==> src/rtl/opu_pkg.sv <==
package opu_pkg;

    localparam int WORD_W = 16;
    localparam int RIDX_W = 3;
    localparam int IMM_W  = 5;
    localparam int OPC_W  = 4;
    localparam int OPC_LSB = WORD_W - OPC_W;

    localparam logic [OPC_W-1:0] OPC_ADD = 4'b0001;
    localparam logic [OPC_W-1:0] OPC_AND = 4'b0101;
    localparam logic [OPC_W-1:0] OPC_NOT = 4'b1001;
    localparam logic [OPC_W-1:0] OPC_LD  = 4'b0010;
    localparam logic [OPC_W-1:0] OPC_LDI = 4'b1010;
    localparam logic [OPC_W-1:0] OPC_LDR = 4'b0110;
    localparam logic [OPC_W-1:0] OPC_LEA = 4'b1110;

    typedef enum logic [1:0] {
        ALU_PASS = 2'd0,
        ALU_ADD  = 2'd1,
        ALU_AND  = 2'd2,
        ALU_INV  = 2'd3
    } alu_op_e;

    typedef struct packed {
        logic n;
        logic z;
        logic p;
    } cc_t;

    localparam cc_t CC_RESET = '{n: 1'b0, z: 1'b1, p: 1'b0};

    typedef struct packed {
        alu_op_e             op;
        logic                use_imm;
        logic [WORD_W-1:0]   imm;
        logic [RIDX_W-1:0]   dest;
        logic                writes;
        logic                illegal;
    } dec_t;

    function automatic cc_t cc_of(input logic [WORD_W-1:0] v);
        cc_t c;
        c.n = v[WORD_W-1];
        c.z = (v == '0);
        c.p = !v[WORD_W-1] && (v != '0);
        return c;
    endfunction

    function automatic logic [WORD_W-1:0] sext_imm(input logic [IMM_W-1:0] f);
        return {{(WORD_W-IMM_W){f[IMM_W-1]}}, f};
    endfunction

endpackage

==> src/rtl/opu_decode.sv <==
module opu_decode
    import opu_pkg::*;
(
    input  logic              exec_i,
    input  logic [WORD_W-1:0] instr_i,
    output dec_t              dec_o
);
    localparam int DEST_LSB = OPC_LSB - RIDX_W;
    localparam int MODE_BIT = IMM_W;

    logic [OPC_W-1:0] opc;
    logic is_add, is_and, is_not, is_load;
    logic rsvd_bad;

    assign opc = instr_i[WORD_W-1:OPC_LSB];

    always_comb begin
        is_add  = (opc == OPC_ADD);
        is_and  = (opc == OPC_AND);
        is_not  = (opc == OPC_NOT);
        is_load = (opc == OPC_LD) || (opc == OPC_LDI) ||
                  (opc == OPC_LDR) || (opc == OPC_LEA);

        rsvd_bad = 1'b0;
        if ((is_add || is_and) && !instr_i[MODE_BIT])
            rsvd_bad = (instr_i[MODE_BIT-1:RIDX_W] != '0);
        else if (is_not)
            rsvd_bad = (instr_i[MODE_BIT:0] != '1);

        dec_o.op = ALU_PASS;
        if (is_add)      dec_o.op = ALU_ADD;
        else if (is_and) dec_o.op = ALU_AND;
        else if (is_not) dec_o.op = ALU_INV;

        dec_o.use_imm = instr_i[MODE_BIT];
        dec_o.imm     = sext_imm(instr_i[IMM_W-1:0]);
        dec_o.dest    = instr_i[OPC_LSB-1:DEST_LSB];
        dec_o.illegal = exec_i && rsvd_bad;
        dec_o.writes  = exec_i && (is_add || is_and || is_not || is_load) && !rsvd_bad;
    end
endmodule

==> src/rtl/opu_alu.sv <==
module opu_alu
    import opu_pkg::*;
(
    input  dec_t              dec_i,
    input  logic [WORD_W-1:0] src_a_i,
    input  logic [WORD_W-1:0] src_b_i,
    input  logic [WORD_W-1:0] ext_val_i,
    output logic [WORD_W-1:0] result_o
);
    logic [WORD_W-1:0] opnd_b;

    always_comb begin
        opnd_b = dec_i.use_imm ? dec_i.imm : src_b_i;
        unique case (dec_i.op)
            ALU_ADD: result_o = src_a_i + opnd_b;
            ALU_AND: result_o = src_a_i & opnd_b;
            ALU_INV: result_o = ~src_a_i;
            default: result_o = ext_val_i;
        endcase
    end
endmodule

==> src/rtl/opu_cc_reg.sv <==
module opu_cc_reg
    import opu_pkg::*;
(
    input  logic              clk,
    input  logic              rst,
    input  logic              we_i,
    input  logic [WORD_W-1:0] value_i,
    output cc_t               cc_o
);
    always_ff @(posedge clk) begin
        if (rst)
            cc_o <= CC_RESET;
        else if (we_i)
            cc_o <= cc_of(value_i);
    end
endmodule

==> src/rtl/opu_top.sv <==
module opu_top
    import opu_pkg::*;
(
    input  logic              clk,
    input  logic              rst,
    input  logic              exec_i,
    input  logic [WORD_W-1:0] instr_i,
    input  logic [WORD_W-1:0] src_a_i,
    input  logic [WORD_W-1:0] src_b_i,
    input  logic [WORD_W-1:0] ext_val_i,
    output logic [WORD_W-1:0] result_o,
    output logic [RIDX_W-1:0] dest_o,
    output logic              reg_we_o,
    output logic              illegal_o,
    output logic [2:0]        flags_o
);
    dec_t dec;
    cc_t  cc;

    opu_decode u_dec (
        .exec_i  (exec_i),
        .instr_i (instr_i),
        .dec_o   (dec)
    );

    opu_alu u_alu (
        .dec_i     (dec),
        .src_a_i   (src_a_i),
        .src_b_i   (src_b_i),
        .ext_val_i (ext_val_i),
        .result_o  (result_o)
    );

    opu_cc_reg u_cc (
        .clk     (clk),
        .rst     (rst),
        .we_i    (dec.writes),
        .value_i (result_o),
        .cc_o    (cc)
    );

    assign dest_o    = dec.dest;
    assign reg_we_o  = dec.writes;
    assign illegal_o = dec.illegal;
    assign flags_o   = cc;
endmodule

==> config.mk <==
export PLATFORM = sky130hd
export DESIGN_NAME = opu_top
export DESIGN_NICKNAME = d
export VERILOG_FILES = /design/src/rtl/opu_pkg.sv /design/src/rtl/opu_decode.sv /design/src/rtl/opu_alu.sv /design/src/rtl/opu_cc_reg.sv /design/src/rtl/opu_top.sv
export SDC_FILE = /design/constraint.sdc
export NUM_CORES = 1
export LEC_CHECK = 0
export ABC_CLOCK_PERIOD_IN_PS = 3800
export BUFFER_PORTS_ARGS = -buffer_cell sky130_fd_sc_hd__buf_4
export CAP_MARGIN = 10
export CORE_UTILIZATION = 47
export DETAILED_ROUTE_END_ITERATION = 7
export PLACE_DENSITY = 0.94
export SKIP_CTS_REPAIR_TIMING = 1
export SLEW_MARGIN = 20
export SYNTH_ARGS = -nofsm -noshare
export SYNTH_HDL_FRONTEND = slang
export SYNTH_HIERARCHICAL = 1
export SYNTH_SLANG_ARGS = --single-unit
==> constraint.sdc <==
create_clock -name clk -period 3.8 [get_ports clk]
set_input_delay 0.19 -clock clk [delete_from_list [all_inputs] [get_ports clk]]
set_output_delay 0.19 -clock clk [all_outputs]
set_load 0.02 [all_outputs]
Word-level counts from Yosys, hierarchy flattened
Index checks and enable logic that the tools add are counted.

storage, ports and cells
  memory bits (writable) = 0
  input port bits = 67
  bits in read-only memories = 0
  bits in latches = 0
  logic and storage cells = 41
  memories = 0
  bits in registers = 3

operators by class
  mux-type cells = 7
  add/subtract/negate cells = 1
  reductions and logical operators = 17
  bitwise operators = 2
  div/mod/pow operators = 0
  shift operators = 0
  multiply operators = 0
  order comparisons = 0
  equal/unequal tests = 11

operators with widths
  operator                                              number
  case mux 16 bit (3 select lines)                      1
  adder 16 bit                                          1
  bitwise AND 16 bit                                    1
  zero test 16 bit                                      1
  two-way mux 16 bit                                    1
  inverter 16 bit                                       1
  nonzero test 16 bit                                   1
  equality test 4 bit (second input constant)           3
  equality test 4 x 3 -> 1 bit (second input constant)  2
  logical OR 1 bit                                      6
  two-way mux 2 bit                                     3
  inequality test 6 bit (second input constant)         1
  logical AND 1 bit                                     5
  equality test 2 bit (second input constant)           2
  equality test 4 x 1 -> 1 bit (second input constant)  1
  equality test 4 x 2 -> 1 bit (second input constant)  1
  zero test 1 bit                                       3
  equality test 2 x 1 -> 1 bit (second input constant)  1
  two-way mux 1 bit                                     2
  nonzero test 2 bit                                    1

Logic depth before layout (Yosys ltp)
Gate-level depths: netlist of the first run.

  depth after elaboration = 8
  mapped depth = 16
  gate-level depth less buffers = 13

Modules after synthesis
The synthesis of the first run kept the hierarchy.

modules (own cells, without submodules)
  module      sequential area each (sq um)  instances  cells each  area each (sq um)
  opu_alu     0.0                           1          168         1392.6
  opu_decode  0.0                           1          33          249.0
  opu_cc_reg  60.1                          1          18          152.6

Worst setup path after synthesis of the first run
Ideal clock, no wire load.

  kind = input port to flip-flop
  start = in instr_i[5]
  end = reg u_cc/cc_o[1] in the netlist's numbering
  slack = 0.317 ns
  arrival time = 3.360 ns
  stages = 16
  setup time = 0.123 ns
  buffers on the path = 3
  path through = buf_4 clkbuf_1 buf_1 mux2_2 ha_1 inv_1 fa_1 nor2b_1 o211ai_1 a21oi_2 a21oi_1 xor2_1 a221oi_1 nor3_1 nand2_1 o21ai_0

on the way
  elaborated cells between the ends (all ways) = 12
  classes of those cells = add/sub: 1; eq/ne: 1; mux: 4; bitwise: 1; reduce/logical: 5

RTL lines
  element                                             line                          text
  start: declaration                                  opu_top.sv:7                  input logic [WORD_W-1:0] instr_i,
  two-way mux 16 bit *                                opu_alu.sv:13                 opnd_b = dec_i.use_imm ? dec_i.imm : src_b_i;
  adder 16 bit or bitwise AND 16 bit (tied branches)  opu_alu.sv:15, opu_alu.sv:16
  case mux 16 bit (3 select lines) *                  opu_alu.sv:14                 unique case (dec_i.op)
  named net result_o[12]                              opu_top.sv:11                 output logic [WORD_W-1:0] result_o,
  zero test 16 bit *                                  opu_pkg.sv:44                 c.z = (v == '0);
  end signal: assignment                              opu_cc_reg.sv:14              cc_o <= cc_of(value_i);
  end: declaration                                    opu_cc_reg.sv:8               output cc_t cc_o

Mark *: on every way through the listed nets, which the timed path passes. The rest lies on a longest branch.
A chain may end at the register's enable or synchronous reset.

Worst setup path in the final report of the first run
  start = in instr_i[5]
  end = reg u_cc/cc_o[0] in the netlist's numbering

on the way
  cells in the longest elaborated chain, start to end = 5
  elaborated cells between the ends (all ways) = 14
  classes of those cells = add/sub: 1; eq/ne: 1; mux: 4; bitwise: 1; reduce/logical: 7

RTL lines
  element                                                                line                             text
  two-way mux 16 bit (tied with other cells)                             opu_alu.sv:13
  adder 16 bit (tied with other cells)                                   opu_alu.sv:15                    ALU_ADD: result_o = src_a_i + opnd_b;
  case mux 16 bit (3 select lines) or two-way mux 1 bit (tied branches)  opu_alu.sv:14, opu_decode.sv:25
  nonzero test 16 bit (tied with other cells)                            opu_pkg.sv:45                    c.p = !v[WORD_W-1] && (v != '0);
  logical AND 1 bit (on tied branches)                                   opu_pkg.sv:45, opu_decode.sv:39

Parallel ways exist; a longest one is shown, timed or not.

==> flow_metrics.env, run 1 <==
export IMPL_clock_sinks=3
export IMPL_share_of_post_route_cells_with_drive_strength_above_1=0.444
export IMPL_power_per_cell_area_nw_per_um2=215
export IMPL_first_global_vias=1802
export IMPL_leakagePower_nw=1.03
export IMPL_cts_root_buf="sky130_fd_sc_hd__clkbuf_8"
export IMPL_reg_top3="u_cc/cc_o x3"
export IMPL_synth_main_ff_cell="sky130_fd_sc_hd__dfxtp_1"
export IMPL_post_layout_instance_area_sq_um=2320
export IMPL_routed_wire_length_per_instance_microns=15.2
export IMPL_first_pass_grt_wire_length_mm=7.88
export IMPL_net_switching_power_mw=0.212
export IMPL_grt_setup_unrepaired="no"
export IMPL_synthMostInstantiatedCell="sky130_fd_sc_hd__buf_4"
export IMPL_top_register="u_cc/cc_o"
export IMPL_fraction_of_synthesis_flops_using_an_asynchronous_set_or_reset_pin=0
export IMPL_chipHeight_microns=63.8
export IMPL_buffering_stage_count_on_the_worst_path_with_inverters_included=1
export IMPL_synth_area_leaders="sky130_fd_sc_hd__ha_1 11%, sky130_fd_sc_hd__mux2_2 9.4%, sky130_fd_sc_hd__mux4_2 8.8%"
export IMPL_number_of_top_level_pins=91
export IMPL_post_synth_top_area_fraction=0.112
export IMPL_hold_path_startpoint="rst"
export IMPL_fmax_mhz=333
export IMPL_yosys_warnings=6
export IMPL_initial_utilization=0.490
export IMPL_end_kind="flop"
export IMPL_setup_worst_path_start="instr_i[5]"
export IMPL_detail_route_wirelength_mm=4.95
export IMPL_critical_path_top_delay_family="compound AO/OA/AOI/OAI gates"
export IMPL_fin_ws_ps=795
export IMPL_critical_path_max_fanout=18
export IMPL_postRouteAntennaNets=0
export IMPL_synth_seq_cells=3
export IMPL_cp_endpoint="u_cc/cc_o[0]$_SDFFE_PP0P_"
export IMPL_finClkSkew_ps=0
export IMPL_r2r_startpoint="u_cc/cc_o[1]$_SDFFE_PP1P_"
export IMPL_area_growth_pct=29.1
export IMPL_power_share_switching=0.427
export IMPL_r2r_worst_path_cells=2
export IMPL_synthesis_nets=303
export IMPL_placed_cells_incl_taps=321
export IMPL_highest_delay_cell_along_the_critical_path="sky130_fd_sc_hd__mux2_2"
export IMPL_data_arrival_time_of_the_worst_path_ps=3110
export IMPL_p_int_mw=0.285
export IMPL_rrSetupSlack_ps=3130
export IMPL_synth_cell_types=59
export IMPL_num_cts_buffers=3
export IMPL_comb_power_share=0.739
export IMPL_syn_cell_area_sq_um=1790
export IMPL_avgSynthCellArea_sq_um=8.19
export IMPL_post_synth_top_area_cell="sky130_fd_sc_hd__ha_1"
export IMPL_site_row_count=22
export IMPL_route_vias_total=1912
export IMPL_cts_max_path_buffers=2
export IMPL_remaining_drc_errors=0
export IMPL_setup_viol=0
export IMPL_via_per_inst=5.88
export IMPL_antennaDiodeCount=0
export IMPL_grt_ovfl_total=0
export IMPL_relative_slew_margins=0.683
export IMPL_crit_path_max_incr_delay_ps=380
export IMPL_largest_reg_flops=3
export IMPL_critical_path_top_cell_by_count="sky130_fd_sc_hd__nand2_1"
export IMPL_tightest_slew_ps=475
export IMPL_die_w_microns=63.8
export IMPL_fin_tns_setup_ps=0
export IMPL_drt_first_iter_violations=115
export IMPL_hold_class="in -> reg"
export IMPL_worst_skew_pair_late_latency_ps=220
export IMPL_critical_path_startpoint_type="input pin"
export IMPL_finalCriticalPeriod_ps=3000
export IMPL_seq_power_share=0.071
export IMPL_worst_setup_hold_path_clk_slew_ps=30
export IMPL_dp_area_sq_um=2270
export IMPL_worst_ep_required_time_ps=3910
export IMPL_power_clock_fraction=0.190
export IMPL_slew_viol_final=0
export IMPL_htreeDepth=1
export IMPL_timing_critical_path_cells="buf_4 > mux2_2 > ha_1 > a21oi_1 > nand2_1 > o211ai_2 > a211oi_1 > or3_1 > a31o_1 > nor4_1 > nand2_1 > o211a_1"
export IMPL_criticalPathCategory="in -> reg"
export IMPL_core_area_sq_um=3660
export IMPL_timing_hold_violations_final=0
export IMPL_synth_top_cells_by_count="20 x sky130_fd_sc_hd__buf_4, 16 x sky130_fd_sc_hd__ha_1, 15 x sky130_fd_sc_hd__mux2_2"
export IMPL_final_min_period_over_clock_period=0.791
export IMPL_outcome="complete, no violations"
export IMPL_replace_congestion=0.878
export IMPL_pre_cts_ws_ps=588
export IMPL_groute_usage_overall=0.240
export IMPL_detailedRoute_firstPassIterationCount=4
export IMPL_synth_seq_area_share=0.0335
export IMPL_placement_io_buffers=81
export IMPL_timing_max_cap_violations=0
export IMPL_timing_rr_end="u_cc/cc_o[1]$_SDFFE_PP1P_"
export IMPL_dpl_hpwl_mm=4.08
export IMPL_synth_cells=219
export IMPL_area_enclosed_by_the_die_boundary_sq_um=4070
export IMPL_nNetsFinal=362
export IMPL_critical_path_depth=12
export IMPL_number_of_synthesized_flops_with_an_enable_pin=0
export IMPL_cts_tree="done"
export IMPL_final_core_util=0.633
export IMPL_finish_cell_count_without_fillers=325
export IMPL_antenna_found_initial=0
export IMPL_grt_max_degree=27
export IMPL_power_ir_vdd_worst_v=0.0000593
-- per-layer routing --
metal	routed length [microns]	vias up	share of wire	track usage
met2	2610	63	0.53	0.439
met1	2080	911	0.42	0.294
li1	-	930	-	-
met4	74	0	0.015	0.0852
met5	0	-	0	0
met3	186	8	0.038	0.0107
-- logic make-up (layout without fill, tap and decap cells) --
group / count (synthesis) / after routing / synth area share
compound gates: 59 / 59 / 0.241
xor+xnor: 13 / 13 / 0.0635
fa+ha+maj: 17 / 17 / 0.123
buf+inv: 41 / 99 / 0.144
flops: 3 / 3 / 0.0335
mux: 27 / 27 / 0.210
simple gates: 59 / 59 / 0.186
-- how the worst min path moves through the flow --
stage	endpoint	slack, ps	cells past startpoint
2_1_floorplan	u_cc/cc_o[2]$_SDFFE_PP0P_	260	1
6_report	u_cc/cc_o[2]$_SDFFE_PP0P_	150	2
3_5_place_dp	u_cc/cc_o[2]$_SDFFE_PP0P_	380	2
3_3_place_gp	u_cc/cc_o[2]$_SDFFE_PP0P_	360	2
4_1_cts	u_cc/cc_o[2]$_SDFFE_PP0P_	150	2
5_1_grt	u_cc/cc_o[2]$_SDFFE_PP0P_	160	2
-- power by group through the flow --
stage	sequential (mW)	combinational [mW]	clock, mW
floorplan	0.0380	0.251	0
global placement	0.0353	0.355	0
detailed placement	0.0355	0.364	0
CTS	0.0351	0.365	0.0967
global route	0.0351	0.397	0.0973
finish	0.0351	0.368	0.0946
-- layout by cell type (no fill, tap or decap), drive strengths merged, types with 6 or more instances in the layout --
cell type / count
nand2: 13
mux2: 15
xor2: 6
buf: 83
a21oi: 15
a221oi: 6
o211ai: 7
a211oi: 8
nor2: 15
ha: 16
xnor2: 7
mux4: 7
nor2b: 7
inv: 12
-- through the flow --
step	total power, mW	hold slack (ps)
finish	0.497	152
global placement	0.390	365
detailed placement	0.400	380
global route	0.529	156
CTS	0.497	150
floorplan	0.289	259
-- cell type report --
cell class                 instances  area (sq um)
inverter                          12          45.0
multi-input combinational        175          1480
tap                               48          60.1
timing repair buffer              83           623
clock buffer                       4          45.0
sequential                         3          60.1
fill                             306          1340
Note: power is estimated with default switching activity, not from simulation.
==> run 2, diff against run 1 <==
ABC_CLOCK_PERIOD_IN_PS = 2600   (was 3800)
CORE_UTILIZATION = 43   (was 47)
PLACE_DENSITY = 0.91   (was 0.94)
clock period = 2.6 ns   (was 3.8 ns; I/O delays follow)
==> run 2 against run 1 <==
Compared with the run above:
- the flow now finishes with violations (setup timing)
- critical path depth up 2
- sequential power up 46%
- die area up 9.0%
- cell area up 29%
- sequential cell count unchanged
- total power up 97%
- cell count up 17%
- via count up 22%
- wire length up 57%
- largest cell class unchanged
==> flow_metrics.env, run 2 (synthesis gave the netlist of run 1 again) <==
export IMPL_setup_viol=6
export IMPL_largest_reg_flops=3
export IMPL_antenna_found_initial=0
export IMPL_detail_route_wirelength_mm=7.77
export IMPL_finalCriticalPeriod_ps=2740
export IMPL_first_global_vias=2134
export IMPL_mostFrequentLayoutCell="sky130_fd_sc_hd__buf_4"
export IMPL_cts_tree="done"
export IMPL_first_pass_grt_wire_length_mm=9.56
export IMPL_highest_delay_cell_along_the_critical_path="sky130_fd_sc_hd__fa_2"
export IMPL_num_cts_buffers=3
export IMPL_rrSetupSlack_ps=1880
export IMPL_r2r_startpoint="u_cc/cc_o[1]$_SDFFE_PP1P_"
export IMPL_placement_io_buffers=81
export IMPL_clock_sinks=3
export IMPL_site_row_count=23
export IMPL_antennaDiodeCount=0
export IMPL_fin_ws_ps=-135
export IMPL_cts_max_path_buffers=2
export IMPL_postRouteAntennaNets=0
export IMPL_mostFrequentLayoutCells="131 x sky130_fd_sc_hd__buf_4, 14 x sky130_fd_sc_hd__mux2_2, 12 x sky130_fd_sc_hd__nand2_1, 12 x sky130_fd_sc_hd__nor2_1, 11 x sky130_fd_sc_hd__inv_1"
export IMPL_timing_rr_end="u_cc/cc_o[1]$_SDFFE_PP1P_"
export IMPL_setup_worst_path_start="instr_i[5]"
export IMPL_chipHeight_microns=66.6
export IMPL_crit_path_max_incr_delay_ps=370
export IMPL_final_min_period_over_clock_period=1.05
export IMPL_hold_class="in -> reg"
export IMPL_grt_setup_unrepaired="yes"
export IMPL_number_of_top_level_pins=91
export IMPL_r2r_worst_path_cells=2
export IMPL_cts_root_buf="sky130_fd_sc_hd__clkbuf_8"
export IMPL_finClkSkew_ps=0
export IMPL_failing_checks="setup timing"
export IMPL_via_per_inst=6.14
export IMPL_worst_ep_required_time_ps=2470
export IMPL_initial_utilization=0.449
export IMPL_htreeDepth=1
export IMPL_timing_max_cap_violations=0
export IMPL_cp_endpoint="result_o[14]"
export IMPL_data_arrival_time_of_the_worst_path_ps=2610
export IMPL_placed_cells_incl_taps=375
export IMPL_top_register="u_cc/cc_o"
export IMPL_core_area_sq_um=4000
export IMPL_grt_max_degree=27
export IMPL_area_enclosed_by_the_die_boundary_sq_um=4430
export IMPL_routed_wire_length_per_instance_microns=20.4
export IMPL_nNetsFinal=416
export IMPL_area_growth_pct=66.0
export IMPL_detailedRoute_firstPassIterationCount=7
export IMPL_critical_path_top_cell_by_count="sky130_fd_sc_hd__buf_4"
export IMPL_fmax_mhz=366
export IMPL_remaining_drc_errors=0
export IMPL_share_of_post_route_cells_with_drive_strength_above_1=0.613
export IMPL_worst_skew_pair_late_latency_ps=220
export IMPL_outcome="complete, but fails checks"
export IMPL_grt_ovfl_total=0
export IMPL_groute_usage_overall=0.284
export IMPL_replace_congestion=0.996
export IMPL_criticalPathCategory="in -> out"
export IMPL_power_ir_vdd_worst_v=0.000145
export IMPL_drt_first_iter_violations=303
export IMPL_die_w_microns=66.6
export IMPL_critical_path_max_fanout=5
export IMPL_power_per_cell_area_nw_per_um2=329
export IMPL_finish_cell_count_without_fillers=381
export IMPL_tightest_slew_ps=379
export IMPL_end_kind="primary output"
export IMPL_leakagePower_nw=1.34
export IMPL_slew_viol_final=0
export IMPL_timing_critical_path_cells="buf_12 > mux2_4 > ha_4 > inv_4 > fa_2 > nor2b_2 > o211ai_1 > buf_4 > a21oi_4 > a41oi_2 > xor2_1 > o21ai_1 > buf_4 > buf_6"
export IMPL_relative_slew_margins=0.746
export IMPL_route_vias_total=2339
export IMPL_power_total_mw=0.979
export IMPL_critical_path_startpoint_type="input pin"
export IMPL_worst_setup_hold_path_clk_slew_ps=30
export IMPL_timing_hold_violations_final=0
export IMPL_reg_top3="u_cc/cc_o x3"
export IMPL_dpl_hpwl_mm=5.31
run 2: changes by cell type in the layout (fill, tap and decap cells not counted), sizes merged:
| cell | change |
|---|---|
| buf | +53 |
| clkbuf | +1 |
run 2: critical path, delay by kind of cell:
kind,cells,cell delay (ps)
xor gates and xnor gates,1,190
AOI/OAI and AO/OA,4,830
muxes,1,200
and+or+nand+nor,1,140
buffers and inverters,5,600
adders and majority gates,2,510
run 2: area by class of cell:
| type | count | area (sq um) |
|---|---|---|
| clock buffer | 4 | 45.0 |
| fill | 242 | 1020 |
| inverter | 12 | 47.5 |
| multi-input combinational | 175 | 1680 |
| sequential | 3 | 60.1 |
| tap | 50 | 62.6 |
| timing repair buffer | 137 | 1080 |
run 2: where the power goes:
group	switching (mW)	internal (mW)	total, mW
clock	0.0332	0.105	0.138
sequential	0.00185	0.0495	0.0514
combinational	0.383	0.406	0.789
run 2: layer usage:
| metal | GRT usage | part of all wire | vias up |
|---|---|---|---|
| li1 | - | - | 1030 |
| met5 | 0 | 0 | - |
| met2 | 0.519 | 0.50 | 164 |
| met1 | 0.339 | 0.38 | 1100 |
| met4 | 0.0851 | 0.047 | 0 |
| met3 | 0.0360 | 0.077 | 45 |
run 2: metrics by stage:
stage | utilization | hold WS (ps) | setup WS (ps) | area [sq um] | TNS (ps)
after global placement | 0.682 | 260 | -190 | 2730 | -572
after floorplan | - | 199 | -394 | 1870 | -683
after CTS | 0.693 | 98.3 | -180 | 2770 | -910
final | 0.745 | 101 | -135 | 2980 | -522
after detailed placement | 0.682 | 260 | -343 | 2730 | -1410
after global routing | 0.745 | 104 | -182 | 2980 | -841
run 2: worst min-delay path by stage:
stage,slack (ps),cells past startpoint,to,from
floorplan,200,1,u_cc/cc_o[2]$_SDFFE_PP0P_,rst
global placement,260,0,dest_o[1],instr_i[10]
detailed placement,260,0,dest_o[1],instr_i[10]
CTS,100,2,u_cc/cc_o[2]$_SDFFE_PP0P_,rst
global route,100,2,u_cc/cc_o[2]$_SDFFE_PP0P_,rst
finish,100,2,u_cc/cc_o[2]$_SDFFE_PP0P_,rst
==> run 3, diff against run 2 <==
ABC_AREA = 1   (was not set)
CORE_UTILIZATION = 44   (was 43)
==> run 3 against run 2 <==
Compared with the run above:
- the flow now finishes without violations
- clock skew unchanged
- register-to-register slack better by 80 ps
- cell count up 27%
- sequential power about the same
- synthesized cell count up 67%
- clock-buffer cell count unchanged
- cell area down 13%
==> flow_metrics.env, run 3 <==
export IMPL_outcome="complete, no violations"
export IMPL_worst_skew_pair_late_latency_ps=220
export IMPL_antennaDiodeCount=0
export IMPL_placement_io_buffers=81
export IMPL_grt_ovfl_total=0
export IMPL_min_delay_path_depth=3
export IMPL_post_synth_top_area_cell="sky130_fd_sc_hd__nand2_1"
export IMPL_largest_reg_flops=3
export IMPL_mostFrequentLayoutCells="121 x sky130_fd_sc_hd__nand2_1, 87 x sky130_fd_sc_hd__buf_4, 60 x sky130_fd_sc_hd__inv_1"
export IMPL_cts_root_buf="sky130_fd_sc_hd__clkbuf_8"
export IMPL_die_w_microns=69.0
export IMPL_first_global_vias=2370
export IMPL_highest_delay_cell_along_the_critical_path="sky130_fd_sc_hd__fa_1"
export IMPL_data_arrival_time_of_the_worst_path_ps=2470
export IMPL_final_fill_count=399
export IMPL_power_per_cell_area_nw_per_um2=293
export IMPL_remaining_drc_errors=0
export IMPL_globalRouteMet1Util=0.299
export IMPL_grt_max_degree=18
export IMPL_fin_hold_ws_ps=151
export IMPL_crit_path_max_incr_delay_ps=390
export IMPL_final_min_period_over_clock_period=0.903
export IMPL_worst_ep_required_time_ps=2720
export IMPL_r2r_worst_path_cells=2
export IMPL_buffering_stage_count_on_the_worst_path_with_inverters_included=3
export IMPL_grt_setup_unrepaired="no"
export IMPL_replace_congestion=0.924
export IMPL_finalCriticalPeriod_ps=2350
export IMPL_synth_seq_cells=3
export IMPL_setup_viol=0
export IMPL_nNetsFinal=517
export IMPL_syn_cell_area_sq_um=1970
export IMPL_critical_path_top_delay_family="simple AND/OR/NAND/NOR gates"
export IMPL_leakagePower_nw=1.48
export IMPL_synth_main_ff_cell="sky130_fd_sc_hd__dfxtp_1"
export IMPL_hold_class="in -> reg"
export IMPL_initial_utilization=0.476
export IMPL_critical_path_depth=18
export IMPL_criticalPathCategory="in -> reg"
export IMPL_timing_hold_violations_final=0
export IMPL_slew_viol_final=0
export IMPL_placed_cells_incl_taps=478
export IMPL_number_of_synthesized_flops_with_an_enable_pin=0
export IMPL_pre_cts_ws_ps=-37.1
export IMPL_area_growth_pct=31.5
export IMPL_chipHeight_microns=69.0
export IMPL_detailedRoute_firstPassIterationCount=4
export IMPL_area_enclosed_by_the_die_boundary_sq_um=4760
export IMPL_avgSynthCellArea_sq_um=5.39
export IMPL_synthMostInstantiatedCell="sky130_fd_sc_hd__nand2_1"
export IMPL_reg_top3="u_cc/cc_o x3"
export IMPL_share_of_post_route_cells_with_drive_strength_above_1=0.282
export IMPL_number_of_top_level_pins=91
export IMPL_dpl_hpwl_mm=4.95
export IMPL_core_area_sq_um=4140
export IMPL_site_row_count=23
export IMPL_num_cts_buffers=3
export IMPL_power_ir_vdd_worst_v=0.000136
export IMPL_cts_max_path_buffers=2
export IMPL_route_vias_total=2480
export IMPL_finish_cell_count_without_fillers=482
export IMPL_htreeDepth=1
export IMPL_met2_usage_grt=0.493
export IMPL_synth_top_cells_by_count="122 x sky130_fd_sc_hd__nand2_1, 60 x sky130_fd_sc_hd__inv_1, 41 x sky130_fd_sc_hd__nand3_1"
export IMPL_timing_critical_path_cells="buf_6 > mux2_2 > ha_1 > inv_1 > fa_1 > inv_1 > nand3_1 > nand3_2 > a21oi_1 > or2_1 > nand3_1 > nand3_2 > nor2_1 > nand2_1 > nor2_1 > nand3_1 > nand2_1 > nor2_1"
export IMPL_detail_route_wirelength_mm=6.03
export IMPL_antenna_found_initial=0
export IMPL_postRouteAntennaNets=0
export IMPL_fin_ws_ps=251
export IMPL_fmax_mhz=426
export IMPL_end_kind="flop"
export IMPL_yosys_warnings=6
export IMPL_final_core_util=0.627
export IMPL_relative_slew_margins=0.706
export IMPL_timing_max_cap_violations=0
export IMPL_top_usage_layer="met2"
export IMPL_top_register="u_cc/cc_o"
export IMPL_via_per_inst=5.15
export IMPL_critical_path_max_fanout=17
export IMPL_cts_tree="done"
export IMPL_fraction_of_synthesis_flops_using_an_asynchronous_set_or_reset_pin=0
export IMPL_tightest_slew_ps=441
export IMPL_groute_usage_overall=0.259
export IMPL_synth_cell_types=28
export IMPL_critical_path_startpoint_type="input pin"
export IMPL_synth_seq_area_share=0.0304
export IMPL_synthesis_nets=450
export IMPL_synth_cells=366
export IMPL_routed_wire_length_per_instance_microns=12.5
export IMPL_synth_area_leaders="sky130_fd_sc_hd__nand2_1 23%, sky130_fd_sc_hd__inv_1 11%, sky130_fd_sc_hd__nand3_1 10%"
export IMPL_mostFrequentLayoutCell="sky130_fd_sc_hd__nand2_1"
export IMPL_finClkSkew_ps=0
export IMPL_worst_setup_hold_path_clk_slew_ps=30
export IMPL_post_synth_top_area_fraction=0.232
export IMPL_clock_sinks=3
export IMPL_met3_layer_usage_reported_by_global_route=0.0280
export IMPL_drt_first_iter_violations=118
export IMPL_first_pass_grt_wire_length_mm=9.41
## run 3: changes by cell type in the layout (fill, tap and decap cells not counted), sizes merged, moves of 8 or more
cell    previous run  this run
buf              136        88
a211oi             8         0
nor2              15        27
nand3              4        42
nand2             13       123
inv               12        63
## run 3: tightest hold or removal path: stages
cell and delay, ps:
sky130_fd_sc_hd__buf_4 80, sky130_fd_sc_hd__inv_1 50, sky130_fd_sc_hd__nand3_1 80
## run 3: cell type report
class                      count  area [sq um]  area share
timing repair buffer          88           664       0.256
tap                           50          62.6      0.0241
inverter                      63           236      0.0911
sequential                     3          60.1      0.0231
multi-input combinational    274          1530       0.588
clock buffer                   4          45.0      0.0173
## run 3: cell families after synthesis
family | share of synthesized area
flip-flops | 0.0304
adder cells (fa/ha/maj) | 0.112
multiplexers | 0.0856
AND/OR/NAND/NOR | 0.467
buffers and inverters | 0.214
AO/OA/AOI/OAI | 0.0919
## run 3: worst paths after layout
path	from	endpoint	slack [ps]
worst max register to register	u_cc/cc_o[2]$_SDFFE_PP0P_	u_cc/cc_o[2]$_SDFFE_PP0P_	1960
worst min-delay path	rst	u_cc/cc_o[1]$_SDFFE_PP1P_	150
worst min register to register	u_cc/cc_o[1]$_SDFFE_PP1P_	u_cc/cc_o[1]$_SDFFE_PP1P_	510
worst max-delay path	instr_i[5]	u_cc/cc_o[0]$_SDFFE_PP0P_	250
## run 3: per-layer routing
layer,vias to the layer above,share of wire
met2,103,0.46
met4,0,0.014
met3,10,0.10
met5,-,0
li1,1289,-
met1,1078,0.43
## run 3: per-stage QoR
step                TNS, ps  instance area (sq um)  total power, mW
global placement          0                   2540            0.601
global route              0                   2600            0.836
CTS                       0                   2590            0.760
floorplan                 0                   2010            0.432
finish                    0                   2600            0.760
detailed placement    -37.1                   2540            0.614
## run 3: power breakdown
| group | total, mW | switching [mW] | internal (mW) |
|---|---|---|---|
| Combinational | 0.568 | 0.319 | 0.249 |
| Clock | 0.140 | 0.0352 | 0.105 |
| Sequential | 0.0516 | 0.00194 | 0.0496 |
